`src/rtl/ssel_pkg.sv`:
```
package ssel_pkg;

  typedef enum logic [1:0] {
    PICK_A = 2'd0,
    PICK_B = 2'd1,
    PICK_C = 2'd2
  } pick_e;

  // flags are {a>=b, b>=c, c>=a}, msb first
  function automatic logic [2:0] sector_of(input logic [2:0] flags);
    logic [2:0] s;
    case (flags)
      3'b110:  s = 3'd1;
      3'b010:  s = 3'd2;
      3'b011:  s = 3'd3;
      3'b001:  s = 3'd4;
      3'b101:  s = 3'd5;
      3'b100:  s = 3'd6;
      default: s = 3'd1; // 111 (all equal) and unreachable 000
    endcase
    return s;
  endfunction

  function automatic pick_e pick_of(input logic x1, input logic x2);
    pick_e p;
    if (!x1 && x2)      p = PICK_B;
    else if (x1 && x2)  p = PICK_A;
    else                p = PICK_C;
    return p;
  endfunction

endpackage

```
`src/rtl/ssel_compare.sv`:
```
module ssel_compare #(
  parameter int W = 16
) (
  input  logic signed [W-1:0] refs [3],
  output logic        [2:0]   ge    // ge[i] = refs[i] >= refs[(i+1)%3]
);
  localparam int NPH = 3;

  for (genvar i = 0; i < NPH; i++) begin : g_pair
    localparam int NXT = (i + 1) % NPH;
    assign ge[i] = (refs[i] >= refs[NXT]);
  end
endmodule

```
`src/rtl/ssel_decode.sv`:
```
module ssel_decode
  import ssel_pkg::*;
(
  input  logic [2:0] flags,   // {a>=b, b>=c, c>=a}
  output logic [2:0] sector,
  output logic       x1,
  output logic       x2,
  output pick_e      pick
);
  assign x1     = flags[2] ^ flags[1];
  assign x2     = flags[1] ^ flags[0];
  assign sector = sector_of(flags);
  assign pick   = pick_of(x1, x2);
endmodule

```
`src/rtl/ssel_mux.sv`:
```
module ssel_mux
  import ssel_pkg::*;
#(
  parameter int W = 16
) (
  input  pick_e               pick,
  input  logic signed [W-1:0] refs [3],
  output logic signed [W-1:0] value
);
  always_comb begin
    case (pick)
      PICK_A:  value = refs[0];
      PICK_B:  value = refs[1];
      default: value = refs[2];
    endcase
  end
endmodule

```
`src/rtl/ssel_top.sv`:
```
module ssel_top
  import ssel_pkg::*;
#(
  parameter int W = 16
) (
  input  logic                clk,
  input  logic                rst_n,
  input  logic                in_valid,
  input  logic signed [W-1:0] ref_a,
  input  logic signed [W-1:0] ref_b,
  input  logic signed [W-1:0] ref_c,
  output logic                out_valid,
  output logic [2:0]          sector,
  output logic signed [W-1:0] zero_seq
);
  localparam logic [2:0] SECTOR_RST = 3'd1;

  logic signed [W-1:0] refs [3];
  logic [2:0]          ge;
  logic [2:0]          cmp_flags;   // {a>=b, b>=c, c>=a}
  logic [2:0]          dec_sector;
  logic                dec_x1;
  logic                dec_x2;
  pick_e               dec_pick;
  logic signed [W-1:0] mux_value;

  assign refs[0] = ref_a;
  assign refs[1] = ref_b;
  assign refs[2] = ref_c;

  ssel_compare #(.W(W)) u_cmp (
    .refs (refs),
    .ge   (ge)
  );

  assign cmp_flags = {ge[0], ge[1], ge[2]};

  ssel_decode u_dec (
    .flags  (cmp_flags),
    .sector (dec_sector),
    .x1     (dec_x1),
    .x2     (dec_x2),
    .pick   (dec_pick)
  );

  ssel_mux #(.W(W)) u_mux (
    .pick  (dec_pick),
    .refs  (refs),
    .value (mux_value)
  );

  always_ff @(posedge clk) begin
    if (!rst_n) begin
      out_valid <= 1'b0;
      sector    <= SECTOR_RST;
      zero_seq  <= '0;
    end else begin
      out_valid <= in_valid;
      if (in_valid) begin
        sector   <= dec_sector;
        zero_seq <= mux_value;
      end
    end
  end
endmodule

```
`config.mk`:
```
export PLATFORM = sky130hd
export DESIGN_NAME = ssel_top
export DESIGN_NICKNAME = d
export VERILOG_FILES = /design/src/rtl/ssel_pkg.sv /design/src/rtl/ssel_compare.sv /design/src/rtl/ssel_decode.sv /design/src/rtl/ssel_mux.sv /design/src/rtl/ssel_top.sv
export SDC_FILE = /design/constraint.sdc
export NUM_CORES = 1
export LEC_CHECK = 0
export BUFFER_PORTS_ARGS = -buffer_cell sky130_fd_sc_hd__buf_2
export CORE_MARGIN = 3
export CORE_UTILIZATION = 52
export DETAILED_ROUTE_END_ITERATION = 12
export PLACE_DENSITY_LB_ADDON = 0.3
export SLEW_MARGIN = 20
export SYNTH_ARGS = -nofsm -noshare
export SYNTH_HDL_FRONTEND = slang
export SYNTH_SLANG_ARGS = --single-unit
```
`constraint.sdc`:
```
create_clock -name clk -period 10.6 [get_ports clk]
set_clock_uncertainty 0.1 [all_clocks]
set_input_delay 1.06 -clock clk [delete_from_list [all_inputs] [get_ports clk]]
set_output_delay 1.06 -clock clk [all_outputs]
set_load 0.02 [all_outputs]
```
-- Word level (Yosys, flattened, before mapping)
Cells that the tools add are included.
- bitwise operators: 2
- reductions and logical operators: 4
- muxes and demuxes: 4
- magnitude comparators: 3
- equal/unequal tests: 6
- operators with widths (operator ; count):
    16-bit >= comparator ; 3
    16-bit case mux with 2 select lines ; 1
    3-bit case mux with 5 select lines ; 1
    3-bit by 2-bit == test with 1-bit output (second input constant) ; 2
    3-bit == test (second input constant) ; 2
    2-bit 2-to-1 mux ; 2
    3-bit by 1-bit == test with 1-bit output (second input constant) ; 1
    2-bit by 1-bit == test with 1-bit output (second input constant) ; 1
    1-bit logical AND ; 2
    2-bit zero test ; 1
    1-bit bitwise XOR ; 2
    1-bit zero test ; 1
- register bits after elaboration: 20
- input port bits: 51
- word-level logic and storage cells: 22

-- Longest topological paths before layout
- word-level depth: 7
- depth in mapped cells: 15

-- By module
Synthesis repeated with hierarchy kept, for this count alone.
- cell total of the unflattened synthesis: 296
- area, all modules: 2448.6 µm²
- modules (own cells, without submodules) (module ; area an instance (µm²) ; times used ; cells an instance):
    ssel_compare ; 1231.2 ; 1 ; 162
    ssel_top ; 743.2 ; 1 ; 63
    ssel_mux ; 344.1 ; 1 ; 53
    ssel_decode ; 130.1 ; 1 ; 18

-- Least setup slack after synthesis
No wires, ideal clock.
- path type: input to register
- start point: input ref_c[7]
- end point: register zero_seq[10]
- data required time: 10.383 ns
- setup slack: 6.378 ns
- stages: 13
- arrival time: 4.005 ns
- cells stage by stage: inv_1 -> ha_1 -> a21oi_1 -> o21ai_0 -> a221o_1 -> a211oi_2 -> mux2i_1 -> inv_1 -> ha_1 -> dlygate4sd3_1 -> nor2_1 -> mux2i_1 -> a22o_1
- longest elaborated chain between the ends: 7
- ends and longest elaborated chain (item ; line ; text):
    start, declared ; ssel_top.sv:11 ; input logic signed [W-1:0] ref_c,
    16-bit >= comparator ; ssel_compare.sv:11 ; assign ge[i] = (refs[i] >= refs[NXT]);
    1-bit bitwise XOR (on tied branches) ; ssel_decode.sv:10, ssel_decode.sv:11 ;
    1-bit logical AND or 1-bit zero test (tied branches) ; ssel_pkg.sv:27, ssel_pkg.sv:26 ;
    2-bit 2-to-1 mux or 1-bit logical AND (tied branches) ; ssel_pkg.sv:27, ssel_pkg.sv:26 ;
    2-bit 2-to-1 mux * ; ssel_pkg.sv:26 ; if (!x1 && x2) p = PICK_B;
    2-bit by 1-bit == test with 1-bit output or 2-bit zero test (tied branches) ; ssel_mux.sv:11 ; case (pick)
    16-bit case mux with 2 select lines * ; ssel_mux.sv:11 ;
    end signal, assigned ; ssel_top.sv:61 ; zero_seq <= mux_value;
    end, declared ; ssel_top.sv:14 ; output logic signed [W-1:0] zero_seq
Every way passes the cells marked *; elsewhere a longest branch is shown, timed or not.
A chain may end at the register's enable or synchronous reset.

-- Worst setup path in the final report
- start point: input ref_a[1]
- end point: register zero_seq[13]
- longest elaborated chain between the ends: 7
- ends and longest elaborated chain (item ; line ; text):
    start, declared ; ssel_top.sv:9 ; input logic signed [W-1:0] ref_a,
    16-bit >= comparator ; ssel_compare.sv:11 ;
    1-bit bitwise XOR (on tied branches) ; ssel_decode.sv:10, ssel_decode.sv:11 ;
    1-bit logical AND or 1-bit zero test (tied branches) ; ssel_pkg.sv:27, ssel_pkg.sv:26 ;
    2-bit 2-to-1 mux or 1-bit logical AND (tied branches) ; ssel_pkg.sv:27, ssel_pkg.sv:26 ;
    2-bit 2-to-1 mux * ; ssel_pkg.sv:26 ;
    2-bit by 1-bit == test with 1-bit output or 2-bit zero test (tied branches) ; ssel_mux.sv:11 ;
    16-bit case mux with 2 select lines * ; ssel_mux.sv:11 ;
Marks and branches as above.

==> out/summary.txt <==
maximum number of buffers from clock root to sink = 2
leading cell types in the layout, fill and taps excluded = buf_2, inv_1, ha_1, nor2_1, a21oi_1
diode insertion count for antenna repair = 0
overall overflow remaining after global route = 0
endpoint type of the worst setup path = flip-flop
estimated wirelength of the detail-placed design = 5.04 mm
routed vias/inst = 5.63
number of enable-type register cells in the synthesized netlist = 0
standard cell core area = 4440 um^2
number of core rows = 24
Clk network pwr share = 16.2%
Net Switching = 0.000138 W
combined area of all synthesized cells = 2430 um^2
timing-limited maximum frequency = 238 MHz
number of setup buffers added after CTS = 0
TritonCTS clock tree = yes
net switching fraction of the power = 42.9%
IO Port Bufs = 70
Post-synth top flop = dfxtp_1
transition time at the pin with the least slew margin = 0.761 ns
standby leakage power = 1.62 nW
# IOs = 71
post-synth net total = 408
share of cells above drive strength 1 = 22.6%
number of failing hold endpoints at the final stage = 0
area occupied by multi-input gates = 1710 um^2
first-pass GRT wire length = 9.55 mm
final net count = 477
post-route clock period utilization = 39.7%
area occupied by registers = 400 um^2
number of violations reported at the end of detailed-routing iteration 0 = 119
Total Negative Setup Slacks = 0 ns
final wirelength = 6.20 mm
starting density of the core = 54.6%
proportion of synthesized chip area in sequential cells = 16.5%
synthesis-stage register bit count = 20
Worst Path Class, Setup = input port to flip-flop
mean cell area of the mapped netlist = 7.95 um^2
Rel. slew slack = 49.0%
worst IR drop on VDD = 0.0829 mV
die height = 74.3 um
routability congestion estimate = 0.918
routed len/inst = 14.6 um
number of global-route vias before repair = 2146
number of buffers created by CTS = 3
Critical Path RT = 10.66 ns
number of violations of the max-capacitance limit = 0
CTS resizes = 0
DRC Markers = 0
total power consumption of the routed design = 0.000321 W
share of total power in combinational logic = 55.0%
number of antenna violations at the first check in global routing = 0
cts-stage hold buffer count = 0
Pint = 0.000183 W
Chip Width = 74.3 um
Reg power frac = 28.8%
Max Transition Viols Final = 0
highest net fanout along the worst path = 45
area growth from synthesis to layout = 15.6%
setup repair after global routing missed its margin = no
worst min-delay path category = flip-flop to flip-flop
Num Clock Sinks = 20
synthesized instance count = 305
master cell of the clock root buffer = clkbuf_8
post-route minimum period = 4.21 ns
clock-pin slew of the registers on the worst-case setup and hold paths = 0.08 ns
total routing usage reported by global routing = 22.0%
number of levels in the clock H-tree = 1
length of the first detailed-routing pass in iterations = 4
routed vias = 2386
Skew-Pair Late Insertion Delay = 0.26 ns
FILL cells = 406
overall die area = 5520 um^2
Setup crit start kind = input port
largest net degree at the start of global routing = 46
count of yosys warnings during synthesis = 0
outcome = completed
count of unique library cells instantiated by Yosys = 38
proportion of synthesized flip-flops having asynchronous set or reset = 0%
antenna viol nets, final = 0
Worst EP arrival = 4.27 ns
power per standard cell area = 114 nW/um^2
Setup Viol. Count Final = 0
most common cell after layout, fill and taps aside = buf_2
==> cells in the mapped netlist (2+ instances only) <==
cell type       n  area share (%)
inv_1          56             8.7
ha_1           52              27
nor2_1         38             5.9
a21oi_1        34             7.0
dfxtp_1        20              17
mux2i_1        17             7.0
a22o_1         16             5.8
nand4_1        11             2.8
o21ai_0         8             1.7
a21o_1          6             1.9
nand2_1         5            0.77
clkbuf_8        4             2.3
nand3_1         4            0.83
o211ai_1        4             1.2
a31oi_1         3            0.77
nor2b_1         3            0.77
buf_6           2            0.93
dlygate4sd3_1   2            0.83
==> path summary, 6_finish.rpt <==
kind	from	to	slack (ns)	cells past startpoint
worst min register to register	zero_seq[9]$_SDFFE_PN0P_	zero_seq[9]$_SDFFE_PN0P_	0.38	1
worst max-delay path	ref_a[1]	zero_seq[13]$_SDFFE_PN0P_	6.39	14
worst min-delay path	zero_seq[9]$_SDFFE_PN0P_	zero_seq[9]$_SDFFE_PN0P_	0.38	1
worst max register to register	sector[1]$_SDFFE_PN0P_	sector[1]$_SDFFE_PN0P_	9.70	3
==> critical path, stage by stage <==
cell	delay (ns)
buf_2	0.11
inv_1	0.05
ha_1	0.29
nor2b_1	0.13
o211ai_1	0.10
a2111oi_0	0.49
a211oi_1	0.13
and3_1	0.20
o21ai_0	0.42
inv_1	0.14
ha_1	0.37
buf_4	0.41
a21oi_1	0.13
a22o_1	0.22
==> through the flow <==
step           hold slack (ns)  area [um^2]  util, %  worst slack (ns)  std cells
2_1_floorplan            0.492         2430        -              6.38        305
3_3_place_gp             0.359         2760     62.2              6.37        421
3_5_place_dp             0.363         2760     62.2              6.14        421
4_1_cts                  0.383         2800     63.1              6.40        424
5_1_grt                  0.398         2800     63.1              6.04        424
6_report                 0.380         2800     63.1              6.39        424
==> kinds of logic (layout without fill, tap and decap cells) <==
group / count (synthesis) / count (layout) / synth area share (%)
AOI/OAI and AO/OA: 82 / 82 / 22.6
adders and majority gates: 52 / 52 / 26.8
muxes: 18 / 18 / 7.58
buffers and inverters: 65 / 132 / 12.8
and+or+nand+nor: 67 / 67 / 12.9
xor gates and xnor gates: 1 / 1 / 0.671
DFF: 20 / 20 / 16.5
==> area by class of cell <==
class	count	share of cell area (%)
Clock buffer	3	1.47
Inverter	56	7.50
Multi-Input combinational cell	220	61.1
Sequential cell	20	14.3
Tap cell	52	2.32
Timing Repair Buffer	73	13.3
==> state kept, by name (all words and copies together) (netlist names) <==
name       flops
sector         3
out_valid      1
zero_seq      16
==> power groups by stage <==
stage | combinational (W) | sequential, W | clock (W)
floorplan | 0.000121 | 0.000108 | 0
global placement | 0.000170 | 0.0000939 | 0
detailed placement | 0.000174 | 0.0000940 | 0
CTS | 0.000175 | 0.0000924 | 0.0000546
global route | 0.000194 | 0.0000937 | 0.0000565
finish | 0.000176 | 0.0000925 | 0.0000519
==> routing by layer <==
| layer | wire length, um | track usage [%] | share of wire [%] |
|---|---|---|---|
| met2 | 3050 | 40.0 | 49 |
| met3 | 292 | 1.89 | 4.7 |
| met1 | 2820 | 28.4 | 45 |
| met5 | 0 | 0 | 0 |
| met4 | 38 | 4.74 | 0.61 |
No activity file was read; power rests on OpenSTA's default activity.
